`config.mk`:
```
export PLATFORM = sky130hd
export DESIGN_NAME = irq_status_vector
export DESIGN_NICKNAME = d
export VERILOG_FILES = /design/src/rtl/irq_sv_pkg.sv /design/src/rtl/irq_vec_lowest.sv /design/src/rtl/irq_dma_req.sv /design/src/rtl/irq_status_vector.sv
export SDC_FILE = /design/constraint.sdc
export NUM_CORES = 1
export LEC_CHECK = 0
export CAP_MARGIN = 20
export CORE_MARGIN = 2
export CORE_UTILIZATION = 30
export DETAILED_ROUTE_END_ITERATION = 16
export GPL_TIMING_DRIVEN = 0
export HOLD_SLACK_MARGIN = 0.03
export PLACE_DENSITY = 0.76
export RECOVER_POWER = 50
export SLEW_MARGIN = 20
export SYNTH_ARGS = -nofsm -noshare
export SYNTH_HDL_FRONTEND = slang
export SYNTH_SLANG_ARGS = --single-unit
export TNS_END_PERCENT = 100
```
`constraint.sdc`:
```
create_clock -name clk -period 1.61 [get_ports clk]
set_input_delay 0.322 -clock clk [delete_from_list [all_inputs] [get_ports clk]]
set_output_delay 0.322 -clock clk [all_outputs]
set_load 0.01 [all_outputs]
```
`src/rtl/irq_sv_pkg.sv`:
```
package irq_sv_pkg;
    localparam int          STAT_W      = 16;
    localparam int          B_RRDY      = 3;
    localparam int          B_XRDY      = 4;
    localparam int          B_BUSY      = 12;
    localparam int          DMA_RX_EN   = 15;
    localparam int          DMA_TX_EN   = 7;
    localparam logic [15:0] STORE_BITS  = 16'h8E1E;
    localparam logic [15:0] W1C_BITS    = 16'h0027;
    localparam logic [15:0] DMA_BITS    = 16'h8080;
    localparam logic [15:0] RDY_BITS    = 16'h0018;
    localparam logic [7:0]  NEW_REV_MIN = 8'h34;

    typedef enum logic [1:0] {
        SEL_MASK = 2'd0,
        SEL_STAT = 2'd1,
        SEL_VEC  = 2'd2,
        SEL_DMA  = 2'd3
    } reg_sel_e;

    typedef struct packed {
        logic [STAT_W-1:0] status;
        logic [STAT_W-1:0] mask;
        logic [STAT_W-1:0] dma;
    } isv_state_t;
endpackage

```
`src/rtl/irq_vec_lowest.sv`:
```
module irq_vec_lowest #(
    parameter int W  = 16,
    parameter int IW = $clog2(W + 1)
) (
    input  logic [W-1:0]  req,
    output logic [IW-1:0] idx,
    output logic          hit
);
    // scan from the top so the lowest set bit is written last
    always_comb begin
        idx = '0;
        for (int i = W - 1; i >= 0; i--) begin
            if (req[i]) idx = IW'(i + 1);
        end
    end

    assign hit = |req;

    always_comb begin
        if (hit) a_r5_idx_nonzero: assert (idx != '0);
    end
endmodule

```
`src/rtl/irq_dma_req.sv`:
```
module irq_dma_req #(
    parameter int N = 2
) (
    input  logic [N-1:0] en,
    input  logic [N-1:0] rdy,
    output logic [N-1:0] req
);
    for (genvar g = 0; g < N; g++) begin : g_dir
        assign req[g] = en[g] & rdy[g];
    end
endmodule

```
`src/rtl/irq_status_vector.sv`:
```
module irq_status_vector
    import irq_sv_pkg::*;
#(
    parameter logic [7:0] REV = 8'h11
) (
    input  logic        clk,
    input  logic        rst_n,
    input  logic        reg_wr,
    input  logic        reg_rd,
    input  logic [1:0]  reg_sel,
    input  logic [15:0] reg_wdata,
    output logic [15:0] reg_rdata,
    input  logic [15:0] evt_set,
    input  logic        bus_busy,
    output logic        irq,
    output logic        dma_rx_req,
    output logic        dma_tx_req
);
    localparam bit          NEW_REV   = (REV >= NEW_REV_MIN);
    localparam logic [15:0] MASK_KEEP = NEW_REV ? 16'h003F : 16'h001F;
    localparam int          IDX_W     = $clog2(STAT_W + 1);

    isv_state_t        st_q, st_d;
    logic [STAT_W-1:0] pend;
    logic [IDX_W-1:0]  vec_idx;
    logic              vec_hit;
    logic [STAT_W-1:0] vec_oh;
    logic [STAT_W-1:0] clr;
    logic              wr_mask, wr_stat, wr_dma, rd_vec;
    logic [1:0]        dma_req;

    assign wr_mask = reg_wr && (reg_sel == SEL_MASK);
    assign wr_stat = reg_wr && (reg_sel == SEL_STAT);
    assign wr_dma  = reg_wr && (reg_sel == SEL_DMA);
    assign rd_vec  = reg_rd && (reg_sel == SEL_VEC);

    assign pend = st_q.status & st_q.mask;

    irq_vec_lowest #(.W(STAT_W), .IW(IDX_W)) u_lowest (
        .req (pend),
        .idx (vec_idx),
        .hit (vec_hit)
    );

    assign vec_oh = vec_hit ? (STAT_W'(1) << (vec_idx - IDX_W'(1))) : '0;

    always_comb begin
        st_d = st_q;
        clr  = '0;
        if (NEW_REV && wr_stat)            clr = clr | (reg_wdata & W1C_BITS);
        if (!NEW_REV && rd_vec && vec_hit) clr = clr | vec_oh;
        // set strobes win over any clear in the same cycle
        st_d.status = ((st_q.status & ~clr) | evt_set) & STORE_BITS;
        if (wr_mask) st_d.mask = reg_wdata & MASK_KEEP;
        if (wr_dma) begin
            st_d.dma = reg_wdata & DMA_BITS;
            if (reg_wdata[DMA_RX_EN]) st_d.mask[B_RRDY] = 1'b0;
            if (reg_wdata[DMA_TX_EN]) st_d.mask[B_XRDY] = 1'b0;
        end
    end

    always_ff @(posedge clk) begin
        if (!rst_n) st_q <= '0;
        else        st_q <= st_d;
    end

    always_comb begin
        unique case (reg_sel_e'(reg_sel))
            SEL_MASK: reg_rdata = st_q.mask;
            SEL_STAT: reg_rdata = st_q.status | (STAT_W'(bus_busy) << B_BUSY);
            SEL_VEC:  reg_rdata = NEW_REV ? '0 : STAT_W'(vec_idx);
            SEL_DMA:  reg_rdata = st_q.dma;
        endcase
    end

    irq_dma_req #(.N(2)) u_dma (
        .en  ({st_q.dma[DMA_TX_EN], st_q.dma[DMA_RX_EN]}),
        .rdy ({st_q.status[B_XRDY], st_q.status[B_RRDY]}),
        .req (dma_req)
    );

    assign dma_rx_req = dma_req[0];
    assign dma_tx_req = dma_req[1];
    assign irq        = |pend;

    a_r5_vec_clears: assert property (@(posedge clk) disable iff (!rst_n)
        (!NEW_REV && rd_vec && vec_hit && evt_set == '0)
        |=> ((st_q.status & $past(vec_oh)) == '0));

    a_r7_rdy_kept: assert property (@(posedge clk) disable iff (!rst_n)
        wr_stat |=> (($past(st_q.status) & ~st_q.status & RDY_BITS) == '0));

    a_r8_old_readonly: assert property (@(posedge clk) disable iff (!rst_n)
        (!NEW_REV && wr_stat && evt_set == '0) |=> $stable(st_q.status));

    a_r11_rx_dma_mask: assert property (@(posedge clk) disable iff (!rst_n)
        (wr_dma && reg_wdata[DMA_RX_EN]) |=> !st_q.mask[B_RRDY]);

    a_r11_tx_dma_mask: assert property (@(posedge clk) disable iff (!rst_n)
        (wr_dma && reg_wdata[DMA_TX_EN]) |=> !st_q.mask[B_XRDY]);

    a_r13_set_wins: assert property (@(posedge clk) disable iff (!rst_n)
        (|(evt_set & STORE_BITS))
        |=> ((st_q.status & $past(evt_set & STORE_BITS)) == $past(evt_set & STORE_BITS)));
endmodule

```
**Yosys cells after proc, flatten, opt, wreduce, memory -nomap -nowiden**

Index checks and enable logic that the tools add are counted.

- Logic and storage cells: 46
- Bits of input ports: 39
- Register bits after elaboration: 23

- Multiplexer cells: 23
- Reductions and logical operators: 6
- Bitwise logic cells: 7
- Shift operators: 1
- Eq/ne operators: 3
- Add/sub/neg operators: 1

Operators by type and width:

| kind | count |
|---|---|
| two-way mux 5 bit | 17 |
| one-hot mux 16 bit (4 select lines) | 1 |
| two-way mux 16 bit | 2 |
| bitwise AND 16 bit | 1 |
| bitwise AND 16 x 5 -> 16 bit | 1 |
| inverter 16 bit | 1 |
| OR 16 x 13 -> 16 bit | 1 |
| OR 16 bit | 1 |
| OR reduction 16 bit | 1 |
| << shifter 1 x 5 -> 16 bit, first input constant | 1 |
| subtractor 5 x 1 -> 5 bit, second input constant | 1 |
| == test 2 bit, second input constant | 2 |
| logical AND 1 bit | 4 |
| bitwise AND 1 bit | 2 |
| == test 2 x 1 -> 1 bit, second input constant | 1 |
| logical NOT 2 bit | 1 |
| two-way mux 1 bit | 2 |
| two-way mux 2 bit | 1 |

**Longest topological paths before layout**

- Depth after elaboration: 24
- Depth in mapped cells: 6

**Modules after synthesis**

From an unflattened synthesis, not the netlist that was laid out.

- Cell total of the unflattened synthesis: 142
- Area, all modules: 1123.6 µm²

Modules (own cells, without submodules):

| module | times used | area an instance (µm²) | cells an instance | seq. area each (µm²) |
|---|---|---|---|---|
| irq_status_vector | 1 | 924.6 | 108 | 300.3 |
| irq_vec_lowest | 1 | 186.4 | 32 | 0.0 |
| irq_dma_req | 1 | 12.5 | 2 | 0.0 |

**Least setup slack after synthesis**

Ideal clock, no wire load.

- Path kind: register to register
- Start point: reg st_q[34] (netlist bit)
- End point: reg st_q[34] (netlist bit)
- Path slack: 0.179 ns
- Arrival time: 1.351 ns
- Cell stages (with the launch flop): 6
- Cells stage by stage: dfxtp_1 > a22oi_2 > nor2b_1 > ha_1 > and3b_1 > a41oi_1

- Word-level cells in the longest chain between the ends: 11
- Elaborated cells on any way between the ends: 13
- Classes of those cells: add/sub: 1; shift: 1; mux: 5; bitwise: 4; reduce/logical: 2

RTL lines:

| item | line | RTL |
|---|---|---|
| from (decl) | irq_status_vector.sv:23 | `isv_state_t st_q, st_d;` |
| from (signal assigned) | irq_status_vector.sv:64 | `else st_q <= st_d;` |
| bitwise AND 16 x 5 -> 16 bit | irq_status_vector.sv:37 | `assign pend = st_q.status & st_q.mask;` |
| two-way mux 5 bit (3 in series) | irq_vec_lowest.sv:13 | `if (req[i]) idx = IW'(i + 1);` |
| subtractor 5 x 1 -> 5 bit | irq_status_vector.sv:45 | `assign vec_oh = vec_hit ? (STAT_W'(1) << (vec_idx - IDX_W'(1))) : '0;` |
| << shifter 1 x 5 -> 16 bit | irq_status_vector.sv:45 |  |
| two-way mux 16 bit | irq_status_vector.sv:45 |  |
| two-way mux 16 bit | irq_status_vector.sv:51 | `if (!NEW_REV && rd_vec && vec_hit) clr = clr \| vec_oh;` |
| inverter 16 bit | irq_status_vector.sv:53 | `st_d.status = ((st_q.status & ~clr) \| evt_set) & STORE_BITS;` |
| bitwise AND 16 bit * | irq_status_vector.sv:53 |  |
| OR 16 bit * | irq_status_vector.sv:53 |  |

Mark *: on every way between the ends. The rest lies on a longest branch, timed or not.
A chain may end at the register's enable or synchronous reset.

**Worst setup path in the final report**

- Start point: reg st_q[18] (netlist bit)
- End point: out reg_rdata[2]

- Word-level cells in the longest chain between the ends: 5

RTL lines:

| item | line | RTL |
|---|---|---|
| bitwise AND 16 x 5 -> 16 bit | irq_status_vector.sv:37 |  |
| two-way mux 5 bit (3 in series) | irq_vec_lowest.sv:13 |  |
| one-hot mux 16 bit (4 select lines) * | irq_status_vector.sv:68 | `unique case (reg_sel_e'(reg_sel))` |
| to (decl) | irq_status_vector.sv:12 | `output logic [15:0] reg_rdata,` |

Marks and branches as above.

==> results.md <==
- Logic gate share of total power: between 20 and 25%
- Sw Share: between 20% and 30%
- # port buffers: 35
- Height of the die: 56.86 µm
- Count of antenna-violating nets left after detailed routing: 0
- Placed insts: 167
- Remaining Overflow, GRT: 0
- Crit share post-route: 98.30%
- Final slew viol count: 0
- Crit end category: primary output
- CTS Buf Count: 3
- Sequential area share after synthesis: 35.82%
- Die area: 0.003233 mm²
- TritonRoute pass-1 iters: 4
- Hold Crit Start: st_q[43]
- Total of max-cap violations: 0
- Req. time, crit path: 1.29 ns
- Post-DP HPWL: 1675 µm
- CTS tree: done
- CTS root buffer: clkbuf_4
- CP delay by family, top: compound AO/OA/AOI/OAI gates
- Class of the worst hold path: flip-flop to flip-flop
- Clk_lat worst skew: 0.28 ns
- Fmax: 0.6319 GHz
- Clk_skew: approximately 0.0016 ns
- Top_reg_cell synth: dfxtp_1
- Ant. Diodes: 0
- Hold Buf Count CTS: 0
- Share of cells above drive strength 1: between 20% and 30%
- Peak supply drop: between 0.4 and 0.5 mV
- # clock sinks: 15
- Routed WL: about 2100 µm
- Pre-CTS WS: -0.7706 ns
- CTS Buffer Depth: 2
- Num rows: 19
- Hold Fails Final Rpt: 0
- Number of flops mapped to enable cells by yosys: 0
- Area after DPL: approximately 0.0012 mm²
- Worst relative slew slack: 64.81%
- Worst slew pin tran: 0.5256 ns
- Ports: 58
- Initial Utilization: 30.93%
- Min Tclk post-route: 1.583 ns
- DR WL/cell: 11.82 µm
- FF-to-FF path depth: 5
- Largest Register: st_q
- Cell Area, Synth: 838.3 µm²
- Fillers: 275
- CP startpoint kind: flip-flop
- Slowest cell on crit path: dfxtp_2
- Leading area contributor after synthesis: dfxtp_1
- Crit path buf inv count: 1
- GPL Wtd Cong: 0.8121
- Seq pwr share: 51.0%
- Global-route wire length before repair: 3581 µm
- Cell Int Power: 0.5970 mW
- Cell area after layout: 0.001330 mm²
- Largest cells by area after synthesis: dfxtp_1 36%, mux2i_1 11%, and2_1 5.2%, buf_4 4.5%, nor2b_1 4.5%
- Hold WS: 0.4652 ns
- Vias: 841
- Initial DRC Count: 15
- Largest net degree at the start of global routing: 11
- Mapped Cells: 97
- H-tree depth: 1
- Power Density: 604.5 mW/mm²
- Worst-path maximum fanout: 5
- GRT Overall Usage: 13.90%
- Leak Pwr: 0.5970 nW
- Core footprint: 0.002710 mm²
- RSZ-0062 raised after global routing: true
- Slowest stage delay, CP: 0.35 ns
- Seq cells post-synth: 15
- # setup viols final: 0
- R2r startpoint: st_q[18]
- Top cell type's share of synthesized area: 35.82%
- Status: finished clean
- Worst Path Arrival: 1.26 ns
- Clock share of power: around a quarter
- # DRC: 0
- Chip Width: 56.86 µm
- Vias in the first global route: 826
- Syn Area/Cell: 8.642 µm²
- Antenna violations before repair: 0
- # nets final: 188
- Clock slew at reported path FFs: 0.09 ns
- Hold path endpoint: st_q[43]
- Via density: around 4.7
- Post-synthesis cell type count: 30
- FF-to-FF setup slack: 0.07 ns
- Worst R2R End: st_q[34]
- Cell count of the worst hold path: 1
- CP Depth: 4
- Psw: 0.2070 mW
- Synth warnings: 0
- Top flop regs: st_q x15
- Synth async-reset ratio: 0%
- Crit Path Category: flip-flop to primary output
- Post-layout instance count excluding filler cells: 178
- Critical-path cell list: a22oi_2 -> nand2b_1 -> o22ai_1 -> buf_2
- PnR worst setup slack: roughly 0.027 ns
- Synthesis-to-layout area growth: 58.66%
- Max FFs per register: 15
-- power by group through the flow --
stage | registers (mW) | logic [mW] | clock network, mW
2_1_floorplan | 0.412 | 0.0850 | 0
3_3_place_gp | 0.416 | 0.174 | 0
3_5_place_dp | 0.417 | 0.178 | 0
4_1_cts | 0.410 | 0.184 | 0.221
5_1_grt | 0.414 | 0.199 | 0.246
6_report | 0.410 | 0.182 | 0.212
-- metal layers --
metal  routed length, µm  part of all wire, %  up-vias  GRT usage [%]
li1                    -                    -      430              -
met2                1052                   50       32          23.75
met1                 886                   42      377          16.78
met3                 149                  7.1        2          3.456
met5                   0                    0        -              0
met4                  15                 0.71        0          4.983
-- layout make-up --
cell class	count	area, µm²	area share, %
multi-input cells	74	503.0	37.82
repair buffers	42	366.6	27.56
flip-flops and latches	15	316.6	23.80
plain buffers	8	63.81	4.798
well taps	31	38.79	2.916
clock buffers	4	26.28	1.976
inverters	4	15.01	1.129
-- cell families (layout without fill, tap and decap cells) --
| group | Yosys count | after routing | synth area share [%] |
|---|---|---|---|
| AO/OA/AOI/OAI | 23 | 23 | 19.55 |
| AND/OR/NAND/NOR | 36 | 36 | 24.03 |
| flip-flops | 15 | 15 | 35.82 |
| buffers and inverters | 12 | 58 | 7.910 |
| adder cells (fa/ha/maj) | 1 | 1 | 1.492 |
| other | 1 | 5 | 0.4473 |
| multiplexers | 9 | 9 | 10.75 |
-- Yosys cell counts, types with 3 or more instances --
cell type  number
nand2_1         8
o21a_1          4
dfxtp_1        15
nor2b_1         6
o21ai_0         5
mux2i_1         9
and2_1          7
nor2_1          5
inv_1           4
buf_4           5
nand2b_1        3
-- placed cells by master (no fill, tap or decap), drive strengths merged, types with 2 or more instances in the layout --
| cell | synthesis | final |
|---|---|---|
| o21ai | 5 | 5 |
| o21a | 4 | 4 |
| clkdlybuf4s50 | 0 | 18 |
| mux2i | 9 | 9 |
| a41oi | 2 | 2 |
| and2 | 7 | 7 |
| a21oi | 2 | 2 |
| nand2 | 8 | 8 |
| dfxtp | 15 | 15 |
| a21boi | 2 | 2 |
| nor2 | 5 | 5 |
| a31oi | 2 | 2 |
| nand4 | 2 | 2 |
| inv | 4 | 4 |
| dlygate4sd2 | 0 | 11 |
| buf | 7 | 19 |
| nand2b | 3 | 3 |
| clkbuf | 1 | 5 |
| a22oi | 3 | 3 |
| conb | 1 | 5 |
| nor2b | 6 | 6 |
-- through the flow --
| stage | util, % | TNS [ns] | power, mW |
|---|---|---|---|
| floorplan | - | 0 | 0.4969 |
| global placement | 45.84 | -7.794 | 0.5901 |
| detailed placement | 45.84 | -7.909 | 0.5953 |
| CTS | 48.94 | -0.0001955 | 0.8152 |
| global route | 49.08 | -0.1925 | 0.8584 |
| finish | 49.08 | 0 | 0.8040 |
-- repair_timing --
item / 4_1_cts / 5_1_grt
setup endpoints to repair: 15 / 6
buffers inserted: 6 / 1
resized for setup: 50 / 4
pin swaps: 2 / 4
-- worst max path at each step --
stage | to | startpoint
global placement | reg_rdata[1] | reg_sel[1]
detailed placement | reg_rdata[1] | reg_sel[1]
finish | reg_rdata[2] | st_q[18]
floorplan | st_q[34] | st_q[34]
global route | reg_rdata[2] | st_q[18]
CTS | reg_rdata[2] | st_q[18]
No activity file was read; power rests on OpenSTA's default activity.
